### src/rtl/pme_pkg.sv
`timescale 1ns/1ps
package pme_pkg;
    localparam int RID_W    = 16;
    localparam int WORD_W   = 32;
    localparam int STAT_BIT = 16;
    localparam int PEND_BIT = 17;

    typedef struct packed {
        logic             stat;
        logic [RID_W-1:0] rid;
        logic             pv;
        logic [RID_W-1:0] prid;
    } port_st_t;

    typedef struct packed {
        logic asrt;
        logic mv;
        logic mt;
    } msg_st_t;
endpackage

### src/rtl/pme_port_queue.sv
`timescale 1ns/1ps
module pme_port_queue
    import pme_pkg::*;
(
    input  logic             clk,
    input  logic             rst_n,
    input  logic             arr_i,
    input  logic [RID_W-1:0] arr_rid_i,
    input  logic             clr_i,
    output logic             stat_o,
    output logic             pend_o,
    output logic [RID_W-1:0] rid_o
);
    port_st_t st_q, st_d;

    always_comb begin
        st_d = st_q;
        // software clear first; promote queued entry if present
        if (clr_i && st_q.stat) begin
            if (st_q.pv) begin
                st_d.rid = st_q.prid;
                st_d.pv  = 1'b0;
            end else begin
                st_d.stat = 1'b0;
            end
        end
        // arrival lands in whatever slot is free after the clear
        if (arr_i) begin
            if (!st_d.stat) begin
                st_d.stat = 1'b1;
                st_d.rid  = arr_rid_i;
            end else if (!st_d.pv) begin
                st_d.pv   = 1'b1;
                st_d.prid = arr_rid_i;
            end
        end
    end

    always_ff @(posedge clk) begin
        if (!rst_n) st_q <= '0;
        else        st_q <= st_d;
    end

    assign stat_o = st_q.stat;
    assign pend_o = st_q.pv;
    assign rid_o  = st_q.rid;

    p_pend_needs_stat_r4: assert property (@(posedge clk) disable iff (!rst_n)
        st_q.pv |-> st_q.stat);

    p_refill_r5: assert property (@(posedge clk) disable iff (!rst_n)
        (clr_i && st_q.stat && st_q.pv) |=> (st_q.stat && st_q.rid == $past(st_q.prid)));

    p_drop_full_r6: assert property (@(posedge clk) disable iff (!rst_n)
        (st_q.stat && st_q.pv && arr_i && !clr_i) |=>
        (st_q.stat && st_q.pv && $stable(st_q.rid) && $stable(st_q.prid)));

    p_hold_no_clear_r3: assert property (@(posedge clk) disable iff (!rst_n)
        (st_q.stat && !clr_i) |=> (st_q.stat && $stable(st_q.rid)));

    p_refill_first_r7: assert property (@(posedge clk) disable iff (!rst_n)
        (clr_i && st_q.stat && st_q.pv && arr_i) |=>
        (st_q.pv && st_q.prid == $past(arr_rid_i)));
endmodule

### src/rtl/pme_msg_gen.sv
`timescale 1ns/1ps
module pme_msg_gen
    import pme_pkg::*;
#(
    parameter int NPORTS = 6
) (
    input  logic              clk,
    input  logic              rst_n,
    input  logic              en_i,
    input  logic [NPORTS-1:0] stat_i,
    output logic              mv_o,
    output logic              mt_o
);
    msg_st_t st_q, st_d;
    logic    any_set;

    assign any_set = |stat_i;

    always_comb begin
        st_d    = st_q;
        st_d.mv = 1'b0;
        if (en_i) begin
            if (any_set && !st_q.asrt) begin
                st_d.mv   = 1'b1;
                st_d.mt   = 1'b0;
                st_d.asrt = 1'b1;
            end else if (!any_set && st_q.asrt) begin
                st_d.mv   = 1'b1;
                st_d.mt   = 1'b1;
                st_d.asrt = 1'b0;
            end
        end
    end

    always_ff @(posedge clk) begin
        if (!rst_n) st_q <= '0;
        else        st_q <= st_d;
    end

    assign mv_o = st_q.mv;
    assign mt_o = st_q.mt;

    p_assert_on_set_r8: assert property (@(posedge clk) disable iff (!rst_n)
        (mv_o && !mt_o) |-> $past(any_set));

    p_deassert_on_clear_r8: assert property (@(posedge clk) disable iff (!rst_n)
        (mv_o && mt_o) |-> !$past(any_set));

    p_gated_r9: assert property (@(posedge clk) disable iff (!rst_n)
        mv_o |-> $past(en_i));
endmodule

### src/rtl/pme_status_tracker.sv
`timescale 1ns/1ps
module pme_status_tracker
    import pme_pkg::*;
#(
    parameter int NPORTS = 6,
    localparam int PW = (NPORTS > 1) ? $clog2(NPORTS) : 1
) (
    input  logic                    clk,
    input  logic                    rst_n,
    input  logic                    pme_en,
    input  logic [NPORTS-1:0]       pme_valid,
    input  logic [NPORTS*RID_W-1:0] pme_rid,
    input  logic                    csr_wr,
    input  logic [PW-1:0]           csr_port,
    input  logic [WORD_W-1:0]       csr_wdata,
    input  logic [PW-1:0]           csr_rd_port,
    output logic [WORD_W-1:0]       csr_rdata,
    output logic                    msg_valid,
    output logic                    msg_deassert
);
    localparam int RSVD_W = WORD_W - PEND_BIT - 1;

    logic [NPORTS-1:0] stat_w;
    logic [NPORTS-1:0] pend_w;
    logic [NPORTS-1:0] clr_w;
    logic [RID_W-1:0]  rid_w [NPORTS];
    logic              unused_wdata;

    assign unused_wdata = ^{csr_wdata[WORD_W-1:STAT_BIT+1], csr_wdata[STAT_BIT-1:0]};

    for (genvar g = 0; g < NPORTS; g++) begin : g_port
        assign clr_w[g] = csr_wr && (csr_port == PW'(g)) && csr_wdata[STAT_BIT];

        pme_port_queue u_q (
            .clk       (clk),
            .rst_n     (rst_n),
            .arr_i     (pme_valid[g]),
            .arr_rid_i (pme_rid[g*RID_W +: RID_W]),
            .clr_i     (clr_w[g]),
            .stat_o    (stat_w[g]),
            .pend_o    (pend_w[g]),
            .rid_o     (rid_w[g])
        );
    end

    always_comb begin
        csr_rdata = '0;
        for (int i = 0; i < NPORTS; i++) begin
            if (csr_rd_port == PW'(i)) begin
                csr_rdata = {{RSVD_W{1'b0}}, pend_w[i], stat_w[i], rid_w[i]};
            end
        end
    end

    pme_msg_gen #(.NPORTS(NPORTS)) u_msg (
        .clk    (clk),
        .rst_n  (rst_n),
        .en_i   (pme_en),
        .stat_i (stat_w),
        .mv_o   (msg_valid),
        .mt_o   (msg_deassert)
    );

    p_rsvd_zero_r1: assert property (@(posedge clk) disable iff (!rst_n)
        csr_rdata[WORD_W-1:PEND_BIT+1] == '0);

    p_ignored_write_r3: assert property (@(posedge clk) disable iff (!rst_n)
        (!csr_wr || !csr_wdata[STAT_BIT]) |-> (clr_w == '0));
endmodule

### config.mk
export PLATFORM = sky130hd
export DESIGN_NAME = pme_status_tracker
export DESIGN_NICKNAME = d
export VERILOG_FILES = /design/src/rtl/pme_pkg.sv /design/src/rtl/pme_port_queue.sv /design/src/rtl/pme_msg_gen.sv /design/src/rtl/pme_status_tracker.sv
export SDC_FILE = /design/constraint.sdc
export NUM_CORES = 1
export LEC_CHECK = 0
export ABC_AREA = 1
export BUFFER_PORTS_ARGS = -buffer_cell sky130_fd_sc_hd__buf_2
export CAP_MARGIN = 20
export CORE_MARGIN = 2
export CORE_UTILIZATION = 62
export CTS_CLUSTER_DIAMETER = 80
export DETAILED_ROUTE_END_ITERATION = 16
export PLACE_DENSITY = 0.85
export SKIP_CTS_REPAIR_TIMING = 1
export SYNTH_ARGS = -nofsm -noshare
export SYNTH_HDL_FRONTEND = slang
export SYNTH_HIERARCHICAL = 1
export SYNTH_SLANG_ARGS = --single-unit
### constraint.sdc
create_clock -name clk -period 2.2 [get_ports clk]
set_input_delay 0.11 -clock clk [delete_from_list [all_inputs] [get_ports clk]]
set_output_delay 0.11 -clock clk [all_outputs]
set_load 0.02 [all_outputs]
# Word level (Yosys, flattened, before mapping)
# Index checks and enable logic that the tools add are counted.
dict set report word_totals {
  reg_bits 207
  input_bits 144
  output_inout_bits 34
  elab_cells 127
}
dict set report classes {
  n_eq_ne 10
  mux 50
  bitwise 6
  n_reduce_logical 34
}
# cell count
set op_table {}
lappend op_table {{two-way mux 17 bit} 12}
lappend op_table {{two-way mux 34 bit} 6}
lappend op_table {{two-way mux 16 bit} 12}
lappend op_table {{two-way mux 32 bit} 5}
lappend op_table {{two-way mux 18 bit} 7}
lappend op_table {{logical AND 1 bit} 20}
lappend op_table {{AND reduction 3 bit} 6}
lappend op_table {{equality test 3 x 2 -> 1 bit, second input constant} 4}
lappend op_table {{equality test 3 bit, second input constant} 4}
lappend op_table {{equality test 3 x 1 -> 1 bit, second input constant} 2}
lappend op_table {{zero test 3 bit} 2}
lappend op_table {{two-way mux 1 bit} 6}
lappend op_table {{two-way mux 3 bit} 2}
lappend op_table {{NOT 1 bit} 6}
lappend op_table {{OR reduction 6 bit} 1}
lappend op_table {{AND reduction 2 bit} 2}
lappend op_table {{zero test 1 bit} 2}
lappend op_table {{nonzero test 2 bit} 1}

# Logic depth before layout (Yosys ltp)
# Gate-level depths: netlist of the first run.
dict set report depth {
  ltp_word 8
  ltp_mapped 10
  depth_no_buf 9
}

# Hierarchy
# The synthesis of the first run kept the hierarchy.
# module n_inst cells_each area_per_inst_um2 seq_area_each_um2
set modules_own_cells {}
lappend modules_own_cells {pme_port_queue 6 272 1760.4 680.7}
lappend modules_own_cells {pme_status_tracker 1 228 1121.1 0.0}
lappend modules_own_cells {pme_msg_gen 1 30 200.2 60.1}

# Worst setup path after synthesis of the first run
# Ideal clock, no wire load.
dict set report synth_timing {
  kind {in2reg}
  start {input csr_port[2]}
  end {register g_port[3].u_q/st_q[10] (netlist name)}
  setup_ps 113
  arrival_ps 1224
  required_time_ps 2087
  path_slack_ps 863
  path_stages 8
  n_path_buf 1
  cell_sequence {nand3b_1 > nor3_1 > nand2_1 > a21oi_2 > buf_4 > nand3_1 > nand2_1 > nor2_1}
}
dict set report synth_via {
  elab_chain_cells 7
}
# item line
set synth_lines {}
lappend synth_lines {{start: declaration} pme_status_tracker.sv:14} ;# input logic [PW-1:0] csr_port,
lappend synth_lines {{equality test 3 x 2 -> 1 bit *} pme_status_tracker.sv:32} ;# assign clr_w[g] = csr_wr && (csr_port == PW'(g)) && csr_wdata[STAT_BIT];
lappend synth_lines {{logical AND 1 bit * (2 in series)} pme_status_tracker.sv:32}
lappend synth_lines {{net clr_w[3]} pme_status_tracker.sv:25} ;# logic [NPORTS-1:0] clr_w;
lappend synth_lines {{logical AND 1 bit *} pme_port_queue.sv:19} ;# if (clr_i && st_q.stat) begin
lappend synth_lines {{two-way mux 18 bit *} pme_port_queue.sv:19}
lappend synth_lines {{NOT 1 bit (no line)} --}
lappend synth_lines {{AND reduction 3 bit (no line) *} --}
lappend synth_lines {{end signal: assignment} pme_port_queue.sv:41} ;# else st_q <= st_d;
lappend synth_lines {{end: declaration} pme_port_queue.sv:14} ;# port_st_t st_q, st_d;
# Mark *: on every way through the listed nets, which the timed path passes. The rest lies on a longest branch.
# A chain may end at the register's enable or synchronous reset.

# Worst setup path in the final report of the first run
dict set report layout_timing {
  start {register g_port[0].u_q.st_q, in the netlist g_port[0].u_q/rid_o[9]}
  end {output csr_rdata[9]}
}
dict set report layout_via {
  elab_chain_cells 6
}
# item line
set layout_lines {}
lappend layout_lines {{start: declaration} pme_port_queue.sv:14}
lappend layout_lines {{start signal: assignment} pme_port_queue.sv:41}
lappend layout_lines {{two-way mux 18 bit} pme_status_tracker.sv:49} ;# if (csr_rd_port == PW'(i)) begin
lappend layout_lines {{two-way mux 32 bit (5 in series)} pme_status_tracker.sv:49}
lappend layout_lines {{end: declaration} pme_status_tracker.sv:17} ;# output logic [WORD_W-1:0] csr_rdata,
# No other way between the ends.

==> results of run 1 <==
per-stage QoR:
stage          setup slack (ns)  utilization, %  hold WS, ns  cells
5_1_grt                  0.4254           69.31    0.0005210   2183
6_report                 0.4383           69.31     -0.05719   2183
4_1_cts                  0.4800           66.27      -0.1370   2126
3_5_place_dp             0.3305           62.61       0.3813   2090
3_3_place_gp             0.4355           62.61       0.3763   2090
2_1_floorplan            0.8631               -       0.2238   1903
power breakdown:
part	internal, mW	leakage (nW)	switching [mW]
Clock	2.10	0.340	1.45
Combinational	0.598	4.16	1.01
Sequential	4.03	1.71	0.195
layer usage:
layer / part of all wire, % / wire length (µm)
met1: 40 / 12250
met2: 49 / 15040
met3: 7.7 / 2355
met4: 3.2 / 994
met5: 0 / 0
worst reg2reg max path, stage by stage (launching register included):
cell and delay (ns):
dfxtp_1 0.38, nor2_1 0.11, nand2_1 0.07, nor2_2 0.18, inv_2 0.08, ha_1 0.33
inv_1 0.09, nand3_1 0.08, nand2_1 0.07, nor2_1 0.04
state kept, by name, indices dropped and copies added, names as in the netlist:
| name | cells |
|---|---|
| u_msg/st_q | 1 |
| g_port.u_q/st_q | 96 |
| g_port.u_q/stat_o | 6 |
| g_port.u_q/pend_o | 6 |
| u_msg/mt_o | 1 |
| g_port.u_q/rid_o | 96 |
| u_msg/mv_o | 1 |
placed cells by master (no fill, tap or decap):
cell type and n:
nand4_1 36, nor2_8 6, nor3_1 2, nand3_2 1
clkbuf_16 23, conb_1 14, a21oi_2 6, a21oi_1 12
clkinv_2 2, buf_12 2, nor2_4 7, inv_1 231
ha_1 3, nand2_1 397, buf_6 1, nor3_4 3
o21ai_0 96, nand3_1 219, clkbuf_8 6, dfxtp_1 207
inv_2 9, nand2_4 6, clkbuf_1 5, nand3b_1 1
inv_4 7, buf_2 131, nor2_1 431, dlygate4sd3_1 57
nor2_2 2, buf_4 26
layout make-up:
cell class | instances | area (µm²) | share of cell area (%)
timing repair buffer | 217 | 1473 | 11.32
tap | 234 | 292.8 | 2.251
clock inverter | 2 | 10.01 | 0.07695
clock buffer | 34 | 676.9 | 5.203
inverter | 247 | 944.7 | 7.262
sequential | 207 | 4144 | 31.86
multi-input combinational | 1242 | 5468 | 42.03
how the worst min path moves through the flow:
stage,from,end,slack (ns),depth (start not counted)
after detailed placement,pme_en,u_msg/mv_o,0.38,3
after CTS,pme_en,u_msg/mv_o,-0.14,3
final,pme_rid[85],g_port[5].u_q/st_q[5],-0.06,5
after global placement,pme_en,u_msg/mv_o,0.38,3
after floorplan,pme_en,u_msg/mv_o,0.22,2
after global routing,pme_rid[57],g_port[3].u_q/st_q[9],0.0005,5
logic make-up after synthesis:
logic type,count (synthesis),share of synthesized area [%]
adder cells (fa/ha/maj),3,0.3159
other,1,0.03156
AO/OA/AOI/OAI,114,4.991
flip-flops,207,34.87
AND/OR/NAND/NOR,1111,40.26
buffers and inverters,454,19.53
==> impl_metrics.csv, run 1 <==
group,metric,value,unit
layout,area_delta_synth_final,9.465,%
clock_tree,cts_tree,"built",
drt,drt_wl_total,30640,µm
synthesis,ys_top_cells_by_area,"dfxtp_1, nor2_1, nand2_1, nand3_1, buf_4",
synthesis,ys_top_cells_by_count,"nor2_1, nand2_1, inv_1",
setup_path,crit_fanout,2,
global_routing,grtUsageTotal,28.57,%
layout,fin_area,13010,µm²
layout,nNetsFinal,2085,
sta,setup_viol,0,
setup_path,cp.arrival,1.65,ns
setup_path,reg2reg_slack,0.66,ns
setup_path,slowest_stage,"dfxtp_1",
placement,dpl-instance-area,11750,µm²
die,chipHeight,142.4,µm
setup_path,r2r_start,"g_port[2].u_q/stat_o",
synthesis,ys_ff_latch,207,
global_routing,grt_max_degree,73,
sta,holdWs,-0.05719,ns
global_routing,grt-ovfl-total,0,
sta,rsz0062_at_grt,"false",
sta,finalClockSkew,0.003787,ns
sta,tightest_slew,0.6621,ns
clock_tree,cts-root-buf,"clkbuf_16",
clock_tree,clock_latency,0.50,ns
synthesis,yosys.area.top_type,"dfxtp_1",
die,core_area,18770,µm²
die,initial_core_util,63.32,%
global_routing,use_met3,4.542,%
die,rows,50,
setup_path,startpoint,"g_port[0].u_q/rid_o[9]",
setup_path,cp-start-kind,"flip-flop",
drt,ant_nets,0,
clock_tree,cts_buffer_depth,3,
clock_tree,cts_inserted_buffers,23,
power,p_total,9.372,mW
sta,slew_viol_final,0,
power,powerDensity,720.4,nW/µm²
synthesis,synth_enable_flop_cells,0,
global_routing,busiest_layer,"met2",
setup_path,required,2.09,ns
global_routing,grt_pass1_wl,47290,µm
die,io_pins,178,
synthesis,seq_area_frac_synth,34.87,%
drt,route.vias.total,11460,
synthesis,ys_types,26,
setup_path,rr_worst_depth,9,
die,dieArea,20290,µm²
synthesis,syn_inst,1890,
clock_tree,htreeDepth,1,
clock_tree,cts.sinks,207,
placement,dp_hpwl,20410,µm
drt,drt_iter0_markers,1163,
drt,post_drt_wl_per_cell,14.04,µm
sta,finalHoldViolCount,57,
power,cellLeakagePower,6.205,nW
synthesis,synth_top_cell_area_share,34.87,%
sta,relSlewSlack,55.81,%
synthesis,synth_ff_type,"dfxtp_1",
setup_path,path_buf_inv,1,
status,status,"finished with violations",
die,die_width,142.4,µm
status,violations,"hold timing",
setup_path,crit_chain,"nand3_1 -> nand2_1 -> nor2_1 -> nand4_1 -> buf_2",
drt,drcViolationCount,0,
synthesis,async_flop_share,0,%
setup_path,cp.depth,5,
setup_path,end_kind,"output pin",
synthesis,avgSynthCellArea,6.288,µm²
layout,antenna_cells,0,
synthesis,ys_warn_count,6,
synthesis,synth.most_common_cell,"nor2_1",
setup_path,rr_endpoint,"u_msg/st_q[2]",
setup_path,crit_family,"simple AND/OR/NAND/NOR gates",
synthesis,syn-cell-area,11880,µm²
sta,post-route-period-util,80.08,%
setup_path,crit_path_max_incr_delay,0.33,ns
worst_hold_path,holdCritPathClass,"input pin to flip-flop",
global_routing,use_met2,49.60,%
placement,gp_congestion,0.9358,
global_routing,grt_pass1_vias,9847,
drt,drt_first_pass_iters,5,
placement,numPortBuffers,132,
clock_tree,clk_transition_reported_paths,0.06,ns
setup_path,path_class,"flip-flop to output pin",
layout,drive_above_1_share,12.21,%
job,cap_violations,0,
setup_path,crit_end,"csr_rdata[9]",
sta,max_freq,567.6,MHz
layout,nFillCells,1600,
sta,finalSetupTns,0,ns
global_routing,antenna_found_initial,0,
global_routing,grt_util_met1,36.31,%
power,peakVddDrop,0.0007193,V
sta,fin_crit,1.762,ns
drt,via_per_inst,5.250,
Power figures use the tool's default switching activity.
==> inputs of run 2 (changes only) <==
--- a/config.mk
+++ b/config.mk
@@ -9,10 +9,10 @@
 export BUFFER_PORTS_ARGS = -buffer_cell sky130_fd_sc_hd__buf_2
 export CAP_MARGIN = 20
 export CORE_MARGIN = 2
-export CORE_UTILIZATION = 62
+export CORE_UTILIZATION = 52
 export CTS_CLUSTER_DIAMETER = 80
 export DETAILED_ROUTE_END_ITERATION = 16
-export PLACE_DENSITY = 0.85
+export PLACE_DENSITY = 0.76
 export SKIP_CTS_REPAIR_TIMING = 1
 export SYNTH_ARGS = -nofsm -noshare
 export SYNTH_HDL_FRONTEND = slang
==> constraint.sdc (replaced) <==
create_clock -name clk -period 1.6 [get_ports clk]
set_input_delay 0.08 -clock clk [delete_from_list [all_inputs] [get_ports clk]]
set_output_delay 0.08 -clock clk [all_outputs]
set_load 0.02 [all_outputs]
==> impl_metrics.csv, run 2 (same netlist as run 1, synthesis figures left out) <==
group,metric,value,unit
status,status,"finished with violations",
power,powerDensity,943.8,nW/µm²
layout,final_cell_mix,"nor2_1, nand2_1, inv_1, nand3_1, dfxtp_1",
die,dieArea,24080,µm²
die,die_width,155.2,µm
power,p_comb_share,18.7,%
layout,layout_commonest_cell,"nor2_1",
placement,dpl-instance-area,12300,µm²
global_routing,antenna_found_initial,0,
sta,holdWs,-0.07374,ns
layout,nNetsFinal,2162,
drt,via_per_inst,5.060,
clock_tree,clock_latency,0.52,ns
setup_path,required,1.52,ns
sta,slew_viol_final,0,
clock_tree,cts_tree,"built",
drt,drt_first_pass_iters,5,
sta,setup_viol,6,
global_routing,grtUsageTotal,25.00,%
sta,max_freq,589.4,MHz
clock_tree,cts-root-buf,"clkbuf_16",
sta,fin_crit,1.697,ns
clock_tree,cts.sinks,207,
clock_tree,htreeDepth,1,
setup_path,reg2reg_slack,0.14,ns
clock_tree,cts_buffer_depth,3,
setup_path,cp-start-kind,"flip-flop",
sta,finalClockSkew,0.01973,ns
die,io_pins,178,
global_routing,grt_pass1_vias,10260,
setup_path,end_kind,"output pin",
power,switchingPower,3.835,mW
power,power.share.switching,28.68,%
layout,multiInputGateArea,5593,µm²
layout,fin_util,62.96,%
power,cellLeakagePower,6.687,nW
placement,numPortBuffers,132,
die,core_area,22500,µm²
placement,pre_cts_ws,-0.04690,ns
sta,post-route-period-util,106.0,%
layout,area_delta_synth_final,19.23,%
global_routing,grt_max_degree,70,
die,initial_core_util,52.81,%
power,peakVddDrop,0.0008711,V
job,cap_violations,0,
setup_path,cp.arrival,1.62,ns
layout,drive_above_1_share,15.16,%
clock_tree,cts_inserted_buffers,23,
drt,drt_wl_total,32000,µm
layout,seq_area,4151,µm²
setup_path,path_class,"flip-flop to output pin",
global_routing,grt_pass1_wl,49630,µm
layout,nFillCells,2030,
layout,antenna_cells,0,
drt,ant_nets,0,
power,p_seq_share,43.3,%
status,violations,"hold timing, setup timing",
sta,finalHoldViolCount,8,
layout,fin_area,14170,µm²
die,rows,55,
sta,rsz0062_at_grt,"true",
sta,fin_ws,-0.09668,ns
clock_tree,clk_transition_reported_paths,0.06,ns
worst_hold_path,holdCritPathClass,"input pin to flip-flop",
drt,post_drt_wl_per_cell,13.82,µm
drt,drcViolationCount,0,
power,internal_power,9.536,mW
placement,gp_congestion,0.8876,
drt,route.vias.total,11720,
setup_path,crit_fanout,2,
placement,dp_hpwl,21500,µm
power,clockPowerShare,38.0,%
drt,drt_iter0_markers,1067,
die,chipHeight,155.2,µm
global_routing,grt-ovfl-total,0,
## run 2: power groups by stage
stage | Combinational [mW] | Clock, mW | Sequential, mW
floorplan | 1.83 | 0 | 5.82
global placement | 2.18 | 0 | 5.89
detailed placement | 2.23 | 0 | 5.89
CTS | 2.24 | 5.14 | 5.78
global route | 2.79 | 5.37 | 5.82
finish | 2.49 | 5.09 | 5.79
## run 2: metrics by stage
stage               hold slack [ns]  setup TNS [ns]  power (mW)  std cells
floorplan                    0.1938               0       7.648       1903
global placement             0.3424               0       8.062       2175
detailed placement           0.3469         -0.1406       8.120       2175
CTS                         -0.2057         -0.7051       13.17       2216
global route               0.007858         -0.6403       13.99       2316
finish                     -0.07374         -0.2498       13.37       2316
## run 2: metal layers
layer	track usage [%]	up-vias	wire, µm
met1	32.33	5319	12990
li1	-	5915	-
met2	43.28	413	15740
met5	0	-	0
met3	3.426	73	2352
met4	7.995	0	920
## run 2: critical path, stage by stage (launching register included)
cell and delay, ns:
dfxtp_1 0.34, nand3_1 0.09, nand2_1 0.07, nor2_2 0.15
nand4_1 0.23, buf_2 0.23
## run 2: final cells by class
class / instances / share of cell area [%]
clock buffer: 33 / 4.539
clock inverter: 8 / 0.4857
inverter: 247 / 6.667
multi-input combinational: 1242 / 39.47
sequential: 207 / 29.30
tap: 285 / 2.517
timing repair buffer: 294 / 17.02
## run 2: path summary, 6_finish.rpt
check,depth (start not counted),from,endpoint
min,5,pme_rid[56],g_port[3].u_q/st_q[8]
min reg2reg,2,g_port[3].u_q/st_q[14],g_port[3].u_q/st_q[14]
max,5,g_port[0].u_q/rid_o[7],csr_rdata[7]
max reg2reg,9,g_port[5].u_q/stat_o,u_msg/mt_o
==> inputs of run 3 (changes only) <==
--- a/config.mk
+++ b/config.mk
@@ -13,6 +13,7 @@
 export CTS_CLUSTER_DIAMETER = 80
 export DETAILED_ROUTE_END_ITERATION = 16
 export PLACE_DENSITY = 0.76
+export REMOVE_ABC_BUFFERS = 1
 export SKIP_CTS_REPAIR_TIMING = 1
 export SYNTH_ARGS = -nofsm -noshare
 export SYNTH_HDL_FRONTEND = slang
==> impl_metrics.csv, run 3 (same netlist as run 1, synthesis figures left out) <==
group,metric,value,unit
sta,finalSetupTns,-0.2955,ns
worst_hold_path,holdPathStages,6,
layout,nNetsFinal,2175,
layout,fin_cells,2331,
worst_hold_path,holdCritPathClass,"input pin to flip-flop",
status,violations,"setup timing",
clock_tree,cts_inserted_buffers,23,
drt,drt_first_pass_iters,6,
drt,ant_nets,0,
drt,drt_wl_total,32540,µm
setup_path,end_kind,"output pin",
drt,via_per_inst,4.971,
global_routing,antenna_found_initial,1,
layout,drive_above_1_share,15.60,%
power,cellLeakagePower,6.741,nW
placement,dp_hpwl,21450,µm
global_routing,grt_pass1_vias,9841,
clock_tree,htreeDepth,1,
drt,post_drt_wl_per_cell,13.96,µm
drt,drt_iter0_markers,1123,
setup_path,crit_fanout,3,
sta,setup_viol,7,
placement,dp_cells,2179,
power,p_total,13.36,mW
layout,final_cell_mix,"nor2_1, nand2_1, inv_1, nand3_1, dfxtp_1",
global_routing,grt_max_degree,60,
power,powerDensity,936.9,nW/µm²
sta,rsz0062_at_grt,"true",
setup_path,slowest_stage,"dfxtp_2",
sta,finalHoldViolCount,0,
setup_path,cp.arrival,1.64,ns
clock_tree,clk_transition_reported_paths,0.06,ns
sta,fin_crit,1.721,ns
global_routing,grt_pass1_wl,48040,µm
die,core_area,22500,µm²
sta,fin_ws,-0.1215,ns
sta,max_freq,580.9,MHz
die,chipHeight,155.2,µm
sta,finalClockSkew,0.01889,ns
die,rows,55,
setup_path,crit_path_max_incr_delay,0.32,ns
sta,post-route-period-util,107.6,%
global_routing,grt-ovfl-total,0,
die,die_width,155.2,µm
drt,route.vias.total,11590,
die,dieArea,24080,µm²
status,status,"finished with violations",
setup_path,path_class,"flip-flop to output pin",
setup_path,required,1.52,ns
clock_tree,cts-root-buf,"clkbuf_16",
die,initial_core_util,52.81,%
clock_tree,cts.sinks,207,
global_routing,grtUsageTotal,24.48,%
sta,slew_viol_final,0,
setup_path,rr_worst_depth,10,
die,io_pins,178,
job,cap_violations,0,
layout,layout_commonest_cell,"nor2_1",
setup_path,crit_chain,"buf_6 -> nand3_2 -> nand2_1 -> nor2_1 -> nand4_1 -> buf_4",
drt,drcViolationCount,0,
placement,numPortBuffers,132,
clock_tree,cts_buffer_depth,3,
layout,area_delta_synth_final,19.95,%
power,peakVddDrop,0.0007725,V
clock_tree,clock_latency,0.53,ns
setup_path,cp-start-kind,"flip-flop",
placement,gp_congestion,0.8858,
clock_tree,cts_tree,"built",
==> run 3: cell count changes in the layout (fill, tap and decap cells not counted), sizes merged <==
| cell | change |
|---|---|
| buf | +9 |
| bufinv | -1 |
| clkbuf | +3 |
| clkinv | -1 |
| diode | +1 |
| dlygate4sd3 | +4 |
==> run 3: area by class of cell <==
type                            instances  area (µm²)
Inverter                              247       944.7
Antenna cell                            1       2.502
Sequential cell                       207        4160
Clock inverter                          6       45.04
Clock buffer                           36       674.4
Timing Repair Buffer                  307        2481
Tap cell                              285       356.6
Multi-Input combinational cell       1242        5590
Fill cell                            1953        8248
==> run 3: critical path, delay by kind of cell, from the launching register on <==
family / cells / cell delay (ns)
simple gates: 4 / 0.44
flops: 1 / 0.32
buf+inv: 2 / 0.34
==> run 3: report_power, final <==
group          internal [mW]  total [mW]  leakage [nW]  switching [mW]
sequential              5.54        5.79          1.71           0.247
clock                   2.91        5.06         0.358            2.15
combinational           1.05        2.50          4.67            1.46
total                   9.50        13.4          6.74            3.85
==> run 3: final timing paths <==
path                          start                     end  slack (ns)
max            g_port[0].u_q/stat_o           csr_rdata[16]       -0.12
min                     csr_port[0]    g_port[5].u_q/pend_o        0.20
max reg2reg    g_port[2].u_q/stat_o              u_msg/mt_o        0.06
min reg2reg  g_port[5].u_q/st_q[11]  g_port[5].u_q/st_q[11]        0.48
==> run 3: per-layer routing <==
layer / wire (µm) / track usage (%) / vias up
met5: 0 / 0 / -
met3: 2263 / 3.120 / 68
met2: 15820 / 41.38 / 434
met1: 13520 / 32.73 / 5142
li1: - / - / 5943
met4: 933 / 7.558 / 0
==> run 3: per-stage QoR <==
step	hold WS (ns)	instance area, µm²	setup slack (ns)	util (%)
floorplan	0.1938	10560	0.04575	-
global placement	0.3421	12290	0.07144	54.61
detailed placement	0.3482	12290	-0.008523	54.61
CTS	-0.2079	13010	-0.1187	57.80
global route	0.2303	14250	-0.1187	63.34
finish	0.1952	14250	-0.1215	63.35
